--- src/rtl/led_ser_pkg.sv ---
package led_ser_pkg;
  // activity sits in the LSB of the packed triple
  typedef struct packed {
    logic fault;
    logic locate;
    logic act;
  } led_bits_t;

  localparam logic [31:0] ACT_MASK = 32'h0030_0000;
  localparam logic [31:0] LOC_MASK = 32'h0008_0000;
  localparam logic [31:0] FLT_MASK = 32'h0040_0000;
endpackage

--- src/rtl/led_msg_decode.sv ---
module led_msg_decode
  import led_ser_pkg::*;
#(
  parameter int MSG_SLOTS = 15
) (
  input  logic [31:0] msg,
  output led_bits_t   bits,
  output logic        reject
);
  logic unused_msg;

  always_comb begin
    bits.act    = |(msg & ACT_MASK);
    bits.locate = |(msg & LOC_MASK);
    bits.fault  = |(msg & FLT_MASK);
    reject      = msg[15:8] >= 8'(MSG_SLOTS);
  end

  assign unused_msg = ^{msg[31:23], msg[18:16], msg[7:0]};
endmodule

--- src/rtl/led_half_timer.sv ---
module led_half_timer #(
  parameter int HALF_CYC = 10000
) (
  input  logic clk,
  input  logic rst_n,
  input  logic en,
  output logic tick
);
  localparam int CW = $clog2(HALF_CYC + 1);
  logic [CW-1:0] cnt;

  assign tick = en && (cnt == CW'(HALF_CYC - 1));

  always_ff @(posedge clk or negedge rst_n) begin
    if (!rst_n)    cnt <= '0;
    else if (!en)  cnt <= '0;
    else if (tick) cnt <= '0;
    else           cnt <= cnt + 1'b1;
  end
endmodule

--- src/rtl/led_frame_seq.sv ---
module led_frame_seq #(
  parameter int NPORTS    = 8,
  parameter int CLK_CNT_W = 4,
  localparam int PW   = 3 * NPORTS,
  localparam int NP_W = $clog2(NPORTS + 1)
) (
  input  logic                 clk,
  input  logic                 rst_n,
  input  logic                 start,
  input  logic                 tick,
  input  logic [CLK_CNT_W-1:0] cfg_pre,
  input  logic [CLK_CNT_W-1:0] cfg_post,
  input  logic [NP_W-1:0]      cfg_nports,
  input  logic [PW-1:0]        pattern,
  output logic                 sclk,
  output logic                 sload,
  output logic                 sdata,
  output logic                 busy
);
  localparam int IDX_W = $clog2(2 * (1 << CLK_CNT_W) + PW + 2) + 1;

  logic [IDX_W-1:0]     idx, last_idx, nxt, bit_off, data_end;
  logic [CLK_CNT_W-1:0] pre_q, post_q;
  logic [NP_W-1:0]      n_q;
  logic                 phase_hi, nxt_load, nxt_is_data, nxt_bit;

  always_comb begin
    data_end    = IDX_W'(pre_q) + IDX_W'(3) * IDX_W'(n_q);
    last_idx    = data_end + IDX_W'(post_q);
    nxt         = idx + 1'b1;
    nxt_load    = nxt == IDX_W'(pre_q);
    nxt_is_data = (nxt > IDX_W'(pre_q)) && (nxt <= data_end);
    bit_off     = nxt - IDX_W'(pre_q) - 1'b1;
    nxt_bit     = 1'b0;
    for (int i = 0; i < PW; i++)
      if (bit_off == IDX_W'(i)) nxt_bit = pattern[i];
  end

  always_ff @(posedge clk or negedge rst_n) begin
    if (!rst_n) begin
      sclk <= 1'b1; sload <= 1'b1; sdata <= 1'b1;
      busy <= 1'b0; phase_hi <= 1'b0; idx <= '0;
      pre_q <= '0; post_q <= '0; n_q <= '0;
    end else if (!busy) begin
      if (start) begin
        busy     <= 1'b1;
        pre_q    <= cfg_pre;
        post_q   <= cfg_post;
        n_q      <= cfg_nports;
        idx      <= '0;
        phase_hi <= 1'b1;
        sclk     <= 1'b1;
        sload    <= (cfg_pre == '0);
      end
    end else if (tick) begin
      if (phase_hi) begin
        phase_hi <= 1'b0;
        sclk     <= 1'b0;
        if (idx == last_idx) sload <= 1'b0;
        else begin
          sload <= nxt_load;
          if (nxt_is_data) sdata <= nxt_bit;
        end
      end else if (idx == last_idx) begin
        busy <= 1'b0;
      end else begin
        idx      <= nxt;
        phase_hi <= 1'b1;
        sclk     <= 1'b1;
      end
    end
  end

  // lines only move on a falling serial clock
  p_lines_stable_high_r6: assert property (@(posedge clk) disable iff (!rst_n)
    (busy && $past(busy) && sclk && $past(sclk)) |-> ($stable(sdata) && $stable(sload)));
  // serial clock moves only on a prescaler tick
  p_sclk_on_tick_r7: assert property (@(posedge clk) disable iff (!rst_n)
    (busy && !tick) |=> $stable(sclk));
  // frame end leaves clock and load low
  p_end_low_r11: assert property (@(posedge clk) disable iff (!rst_n)
    $fell(busy) |-> (!sclk && !sload));
endmodule

--- src/rtl/led_serial_tx.sv ---
module led_serial_tx
  import led_ser_pkg::*;
#(
  parameter int NPORTS    = 8,
  parameter int MSG_SLOTS = 15,
  parameter int CLK_CNT_W = 4,
  parameter int HALF_CYC  = 10000,
  localparam int PORT_W = $clog2(NPORTS),
  localparam int NP_W   = $clog2(NPORTS + 1),
  localparam int PW     = 3 * NPORTS
) (
  input  logic                     clk,
  input  logic                     rst_n,
  input  logic                     msg_valid,
  output logic                     msg_ready,
  input  logic [PORT_W-1:0]        msg_port,
  input  logic [31:0]              msg_data,
  input  logic [NPORTS*PORT_W-1:0] cfg_slot_map,
  input  logic [NP_W-1:0]          cfg_nports,
  input  logic [CLK_CNT_W-1:0]     cfg_pre_clks,
  input  logic [CLK_CNT_W-1:0]     cfg_post_clks,
  output logic                     sgp_clk,
  output logic                     sgp_load,
  output logic                     sgp_data,
  output logic                     busy
);
  led_bits_t         dec_bits, pend_bits;
  logic              dec_reject, accept, start, tick, pend_valid;
  logic [PORT_W-1:0] pend_port, sel_slot;
  logic [PW-1:0]     pattern;

  led_msg_decode #(.MSG_SLOTS(MSG_SLOTS)) u_dec (
    .msg(msg_data), .bits(dec_bits), .reject(dec_reject));

  assign msg_ready = !pend_valid;
  assign accept    = msg_valid && msg_ready;
  assign start     = pend_valid && !busy;
  assign sel_slot  = cfg_slot_map[int'(pend_port) * PORT_W +: PORT_W];

  always_ff @(posedge clk or negedge rst_n) begin
    if (!rst_n) begin
      pend_valid <= 1'b0;
      pend_port  <= '0;
      pend_bits  <= '0;
    end else if (start) begin
      pend_valid <= 1'b0;
    end else if (accept && !dec_reject) begin
      pend_valid <= 1'b1;
      pend_port  <= msg_port;
      pend_bits  <= dec_bits;
    end
  end

  always_ff @(posedge clk or negedge rst_n) begin
    if (!rst_n) pattern <= '0;
    else if (start)
      for (int s = 0; s < NPORTS; s++)
        if (sel_slot == PORT_W'(s)) pattern[3*s +: 3] <= pend_bits;
  end

  led_half_timer #(.HALF_CYC(HALF_CYC)) u_tmr (
    .clk(clk), .rst_n(rst_n), .en(busy), .tick(tick));

  led_frame_seq #(.NPORTS(NPORTS), .CLK_CNT_W(CLK_CNT_W)) u_seq (
    .clk(clk), .rst_n(rst_n), .start(start), .tick(tick),
    .cfg_pre(cfg_pre_clks), .cfg_post(cfg_post_clks), .cfg_nports(cfg_nports),
    .pattern(pattern), .sclk(sgp_clk), .sload(sgp_load), .sdata(sgp_data),
    .busy(busy));

  p_start_busy_r8: assert property (@(posedge clk) disable iff (!rst_n)
    start |=> busy);
  p_reject_dropped_r4: assert property (@(posedge clk) disable iff (!rst_n)
    (accept && dec_reject) |=> !pend_valid);
  p_held_kept_r9: assert property (@(posedge clk) disable iff (!rst_n)
    (pend_valid && busy) |=> (pend_valid && $stable(pend_bits) && $stable(pend_port)));
endmodule

--- config.mk ---
export PLATFORM = sky130hd
export DESIGN_NAME = led_serial_tx
export DESIGN_NICKNAME = d
export VERILOG_FILES = /design/src/rtl/led_ser_pkg.sv /design/src/rtl/led_msg_decode.sv /design/src/rtl/led_half_timer.sv /design/src/rtl/led_frame_seq.sv /design/src/rtl/led_serial_tx.sv
export SDC_FILE = /design/constraint.sdc
export NUM_CORES = 1
export LEC_CHECK = 0
export ABC_AREA = 1
export ABC_CLOCK_PERIOD_IN_PS = 3950
export BUFFER_PORTS_ARGS = -buffer_cell sky130_fd_sc_hd__buf_2
export CAP_MARGIN = 20
export CELL_PAD_IN_SITES_DETAIL_PLACEMENT = 0
export CELL_PAD_IN_SITES_GLOBAL_PLACEMENT = 1
export CORE_ASPECT_RATIO = 0.8
export CORE_UTILIZATION = 41
export DETAILED_ROUTE_END_ITERATION = 16
export HOLD_SLACK_MARGIN = 0.06
export PLACE_DENSITY = 0.77
export SLEW_MARGIN = 0
export SYNTH_ARGS = -nofsm -noshare
export SYNTH_HDL_FRONTEND = slang
export SYNTH_SLANG_ARGS = --single-unit
--- constraint.sdc ---
create_clock -name clk -period 3.95 [get_ports clk]
set_input_delay 0.79 -clock clk [delete_from_list [all_inputs] [get_ports clk]]
set_output_delay 0.79 -clock clk [all_outputs]
set_load 0.02 [all_outputs]
# --- Word-level counts from Yosys, hierarchy flattened ---
# Cells that the tools add are included.
word_totals:
  reg_bits: 69
classes:
  addsub: 6
  muxes: 51
  shift: 1
  multipliers: 2
  n_bitwise: 3
  n_eq_ne: 38
  reduce_logical: 29
  order_cmp: 3
op_table:
  columns: ["op", "n"]
  rows:
  - ["== test 7 x 4 -> 1 bit, second input constant", 8]
  - ["== test 7 x 5 -> 1 bit, second input constant", 8]
  - ["2-to-1 mux 1 bit", 44]
  - ["2-to-1 mux 7 bit", 5]
  - ["== test 7 x 3 -> 1 bit, second input constant", 4]
  - ["2-to-1 mux 14 bit", 2]
  - ["variable part select 24 x 6 -> 3 bit", 1]
  - ["AND reduction 2 bit", 11]
  - ["adder 14 x 1 -> 14 bit, second input constant", 1]
  - ["== test 14 bit, second input constant", 1]
  - ["== test 7 x 2 -> 1 bit, second input constant", 2]
  - ["== test 3 bit, second input constant", 4]
  - [">= comparator 8 x 4 -> 1 bit, second input constant", 1]
  - ["!= test 2 bit, second input constant", 4]
  - ["adder 4 x 6 -> 7 bit", 1]
  - ["adder 7 x 1 -> 7 bit, second input constant", 1]
  - ["adder 7 x 4 -> 7 bit", 1]
  - ["== test 7 x 1 -> 1 bit, second input constant", 1]
  - ["== test 7 x 4 -> 1 bit", 1]
  - ["== test 7 bit", 1]
  - ["greater-than comparator 7 x 4 -> 1 bit", 1]
  - ["less-or-equal comparator 7 bit", 1]
  - ["zero test 7 bit", 1]
  - ["subtractor 7 x 1 -> 7 bit, second input constant", 1]
  - ["16 further kinds", 27]

# --- Logic depth before layout (Yosys ltp) ---
depth:
  depth_word: 28
  depth_mapped: 26
  mapped_depth_nobuf: 26

# --- Cells and area by module ---
# From an unflattened synthesis, not the netlist that was laid out.
unflattened:
  cells_unflattened: 670
  area_unflattened_um2: 5084.9
by_module_without_submodules:
  columns: ["mod", "cells_each", "seq_area_each_um2", "area_per_inst_um2", "n_inst"]
  rows:
  - ["led_frame_seq", 314, 604.3, 2367.3, 1]
  - ["led_serial_tx", 232, 775.7, 1838.0, 1]
  - ["led_half_timer", 108, 350.3, 809.5, 1]
  - ["led_msg_decode", 16, 0.0, 70.1, 1]

# --- Worst setup path after synthesis ---
# Ideal clock, no wire load.
synth_path:
  path_kind: "register -> register"
  startpoint: "register u_seq.n_q[0]"
  endpoint: "register u_seq.idx[5]"
  stages_incl_launch_ff: 16
  arrival_time_ns: 3.204
  synth_period_minus_slack_ns: 3.334
  t_required_ns: 3.820
  slack_ns: 0.616
  path_cell_list: "dfrtp_1 -> fa_1 -> ha_1 -> fa_1 -> xor2_1 -> ha_1 -> a21oi_1 -> xor2_1 -> xor2_1 -> nor4_1 -> nand3_1 -> nand2_1 -> inv_1 -> buf_2 -> nand3_1 -> o21ai_0"
synth_via:
  elab_chain_cells: 6
synth_lines:
  columns: ["item", "line", "source"]
  rows:
  - ["from (decl)", "led_frame_seq.sv:24", "logic [NP_W-1:0] n_q;"]
  - ["from (signal assigned)", "led_frame_seq.sv:49", "n_q <= cfg_nports;"]
  - ["multiplier 2 x 4 -> 6 bit", "led_frame_seq.sv:28", "data_end = IDX_W'(pre_q) + IDX_W'(3) * IDX_W'(n_q);"]
  - ["adder 4 x 6 -> 7 bit", "led_frame_seq.sv:28", null]
  - ["adder 7 x 4 -> 7 bit", "led_frame_seq.sv:29", "last_idx = data_end + IDX_W'(post_q);"]
  - ["== test 7 bit", "led_frame_seq.sv:64", "end else if (idx == last_idx) begin"]
  - ["!= test 2 bit (no source line)", null, null]
  - ["AND reduction 4 bit (no source line)", null, null]
  - ["to (signal assigned)", "led_frame_seq.sv:67", "idx <= nxt;"]
  - ["to (decl)", "led_frame_seq.sv:22", "logic [IDX_W-1:0] idx, last_idx, nxt, bit_off, data_end;"]
# Every way passes these cells.
# A chain may end at the register's enable or synchronous reset.

# --- Worst setup path in the final report ---
layout_path:
  startpoint: "register u_seq.n_q[1]"
  endpoint: "register u_seq.idx[5]"
# Same word-level chain as after synthesis.

==> results.md <==
| Parameter | This run |
| --- | --- |
| Overall routed net length | 10.6 mm |
| Final weighted congestion of routability-driven global placement | 0.853 |
| CTS tree | built |
| Unrepaired setup endpoints after global routing | true |
| Launching point of the worst reg2reg path | u_seq.n_q[1] |
| Number of warnings issued by yosys | 0 |
| Crit Reg-Reg Endpoint | u_seq.idx[5] |
| Effective utilization at floorplan | 42.5% |
| Count of routing violations after the opening detailed-route iteration | 185 |
| Sinks on Clock Net | 69 |
| Standard cell core area | 10400 sq um |
| Async set-or-reset flop fraction in the synthesized netlist | 100% |
| Initial antenna violation count | 0 |
| Antenna Violating Nets Remaining | 0 |
| Transition time of the tightest slew-check pin | 619 ps |
| Top cells by instance count after synthesis | nand2_1, inv_1, nor2_1, dfrtp_1, o21ai_0 |
| Placed Cells incl. Taps | 768 |
| Fillers | 1013 |
| Clock root cell | clkbuf_16 |
| Final critical-path required period | 3730 ps |
| Nets in the synthesized netlist | 677 |
| Primary FF master, synth | dfrtp_1 |
| Fmax achieved | 268 MHz |
| Maximum fanout count along the critical path | 6 |
| Maxcap violations | 0 |
| Die Height | 94.7 microns |
| Number of placement rows | 33 |
| Insertion delay of the later-clocked pin in the worst-skew pair | 340 ps |
| Global-route wire length before repair | 17.8 mm |
| Worst-case headroom to the max-slew limit | 58.7% |
| Drt first pass iters | 5 |
| Internal reg-to-reg setup slack | 220 ps |
| Number of hold violations in the final report | 0 |
| Clock-pin slew on the worst setup and hold paths | 60 ps |
| Number of vias per cell after detailed routing | 4.98 |
| GR Util All Layers | 20.4% |
| Worst hold-check path type | in -> async |
| Synthesized flop and latch total | 69 |
| Portion of the post-synthesis area used by sequential elements | 39.3% |
| Cell Pwr Density | 395 nW/um^2 |
| Share of the clock period used by the worst path after layout | 94.5% |
| Top-area cell type share of the netlist area | 37.5% |
| Result of the run | completed |
| Leftover overflow at the end of global routing | 0 |
| Setup slack after layout | 218 ps |
| Area growth from synthesis to layout | 19.0% |
| Number of buffers inserted during clock tree synthesis | 9 |
| Number of distinct library cell variants in the gate-level netlist after synthesis | 45 |
| Instance area at placement | 4860 sq um |
| CP Data Arrival Time | 3940 ps |
| Post-DP HPWL | 8.10 mm |
| Overall via count from detail_route | 3929 |
| Area contributors post-synth | dfrtp_1, nand2_1, ha_1 |
| Endpoint kind of the worst setup timing path | register |
| Nets | 746 |
| PnR Total Power | 2.07 mW |
| Final Max Slew Viols | 0 |
| Leakage power total | 2.57 nW |
| Hold bufs inserted after CTS | 0 |
| Top-level port count | 79 |
| Number of enable flip-flop cells after synthesis | 0 |
| Largest net degree at the start of global routing | 49 |
| Final Cell Area | 5240 sq um |
| Number of H-tree branching levels | 3 |
| Mean instance size in the synthesized netlist | 7.66 sq um |
| Category of the worst setup path launch point | register |
| Number of remaining DRC errors | 0 |
| Kind of critical path | reg -> reg |
| Ratio of cells with drive above 1 in the final layout | 18.0% |
| Clock Path Buffers | 2 |
| Highest ir drop seen on vdd | 0.000201 V |
| Setup-violating endpoint count in the final report | 0 |
| Fin Clk Skew | 8.58 ps |
| CP Data Required Time | 4160 ps |
| Floorplan die width | 118 microns |
| Total Die Area | 11200 sq um |
| Synthesized netlist cell count | 575 |
| Mapped cell area | 4400 sq um |
| Cell type with the highest aggregate area in the netlist | dfrtp_1 |
| Most common cell in the netlist | nand2_1 |
| Average wire per cell in the routed design | 13.5 microns |
| Post-Layout Cell Count | 789 |
| Number of antenna cells inserted | 0 |
| Via count of the first global-routing pass | 3756 |
| Post-placement worst setup slack | 138 ps |
| Count of cells along the worst register-to-register path | 15 |
| Count of buffers inserted at the top-level ports | 58 |
[per-stage QoR]
| step | util (%) | hold slack, ps | setup TNS, ps |
|---|---|---|---|
| floorplan | - | 433 | 0 |
| global placement | 46.9 | 447 | 0 |
| detailed placement | 46.9 | 461 | 0 |
| CTS | 49.8 | 422 | 0 |
| global route | 50.6 | 449 | -65.0 |
| finish | 50.6 | 414 | 0 |
[cell families after synthesis]
group	count (synthesis)	share of synthesized area, %
compound gates	91	11.6
xor+xnor	16	3.69
fa+ha+maj	28	8.98
buf+inv	85	7.36
flops	69	39.3
simple gates	286	29.1
[repair_timing]
action,in CTS,in global routing
buffers inserted,0,4
endpoints found under the hold margin,0,0
setup endpoints to repair,0,7
resized for setup,0,13
[cell type report]
| cell class | instances | area (sq um) | area share [%] |
|---|---|---|---|
| clock buffer | 11 | 233 | 4.44 |
| timing repair inverter | 1 | 7.51 | 0.143 |
| inverter | 76 | 292 | 5.56 |
| clock inverter | 5 | 60.1 | 1.15 |
| timing repair buffer | 66 | 350 | 6.68 |
| multi-input combinational | 421 | 2390 | 45.6 |
| tap | 140 | 175 | 3.34 |
| sequential | 69 | 1730 | 33.0 |
[worst max-delay path by stage]
stage                         to  depth (start not counted)    startpoint  slack [ps]
floorplan           u_seq.idx[5]                         15  u_seq.n_q[0]         620
global placement    u_seq.idx[6]                         14  u_seq.n_q[0]         230
detailed placement  u_seq.idx[6]                         14  u_seq.n_q[1]         140
CTS                 u_seq.idx[6]                         14  u_seq.n_q[1]         130
global route        u_seq.idx[4]                         15  u_seq.n_q[1]         -40
finish              u_seq.idx[5]                         15  u_seq.n_q[1]         220
[layout by cell type (no fill, tap or decap), drive strengths merged, types with 2 or more instances in the layout]
| master | Yosys | routed |
|---|---|---|
| nand2 | 140 | 140 |
| inv | 75 | 75 |
| nor2 | 72 | 72 |
| dfrtp | 66 | 66 |
| buf | 3 | 66 |
| o21ai | 61 | 61 |
| nand3 | 27 | 27 |
| ha | 22 | 22 |
| nand4 | 21 | 21 |
| a21oi | 15 | 15 |
| clkbuf | 6 | 11 |
| xor2 | 10 | 10 |
| nor3 | 9 | 9 |
| nor3b | 7 | 7 |
| xnor2 | 6 | 6 |
| o32ai | 6 | 6 |
| fa | 6 | 6 |
| nor4 | 5 | 5 |
| clkinvlp | 0 | 3 |
| dfstp | 3 | 3 |
| clkinv | 1 | 3 |
| a41oi | 2 | 2 |
| a22oi | 2 | 2 |
| or2 | 2 | 2 |
[state kept, by name, summed over array words and instances, names as in the netlist]
name            flops
u_seq.sdata         1
u_seq.pre_q         4
pend_valid          1
u_tmr.cnt          14
u_seq.post_q        4
u_seq.busy          1
u_seq.n_q           4
pattern            24
u_seq.phase_hi      1
u_seq.sload         1
pend_bits           3
u_seq.idx           7
pend_port           3
u_seq.sclk          1
[critical path: stages, from the launching register on]
cell,delay (ps)
dfrtp_2,440
fa_1,470
ha_2,210
fa_2,560
ha_4,220
nand2_1,60
nand2_1,60
a21oi_2,160
xor2_1,190
xor2_1,110
nor4_2,360
nand3_1,220
nand2_4,190
clkinvlp_4,180
nand3_1,110
o21ai_1,80
[layer usage]
layer  routed length (microns)  vias up  track usage, %
met5                         0        -               0
li1                          -     2033               -
met2                      4470       81            31.7
met1                      5480     1808            28.7
met3                       625        7            4.59
met4                        72        0            5.45
[where the power goes]
part	switching [mW]	total [mW]	internal [mW]
sequential	0.0433	0.797	0.754
clock	0.309	0.800	0.491
combinational	0.289	0.475	0.185
No activity file was read; power rests on OpenSTA's default activity.
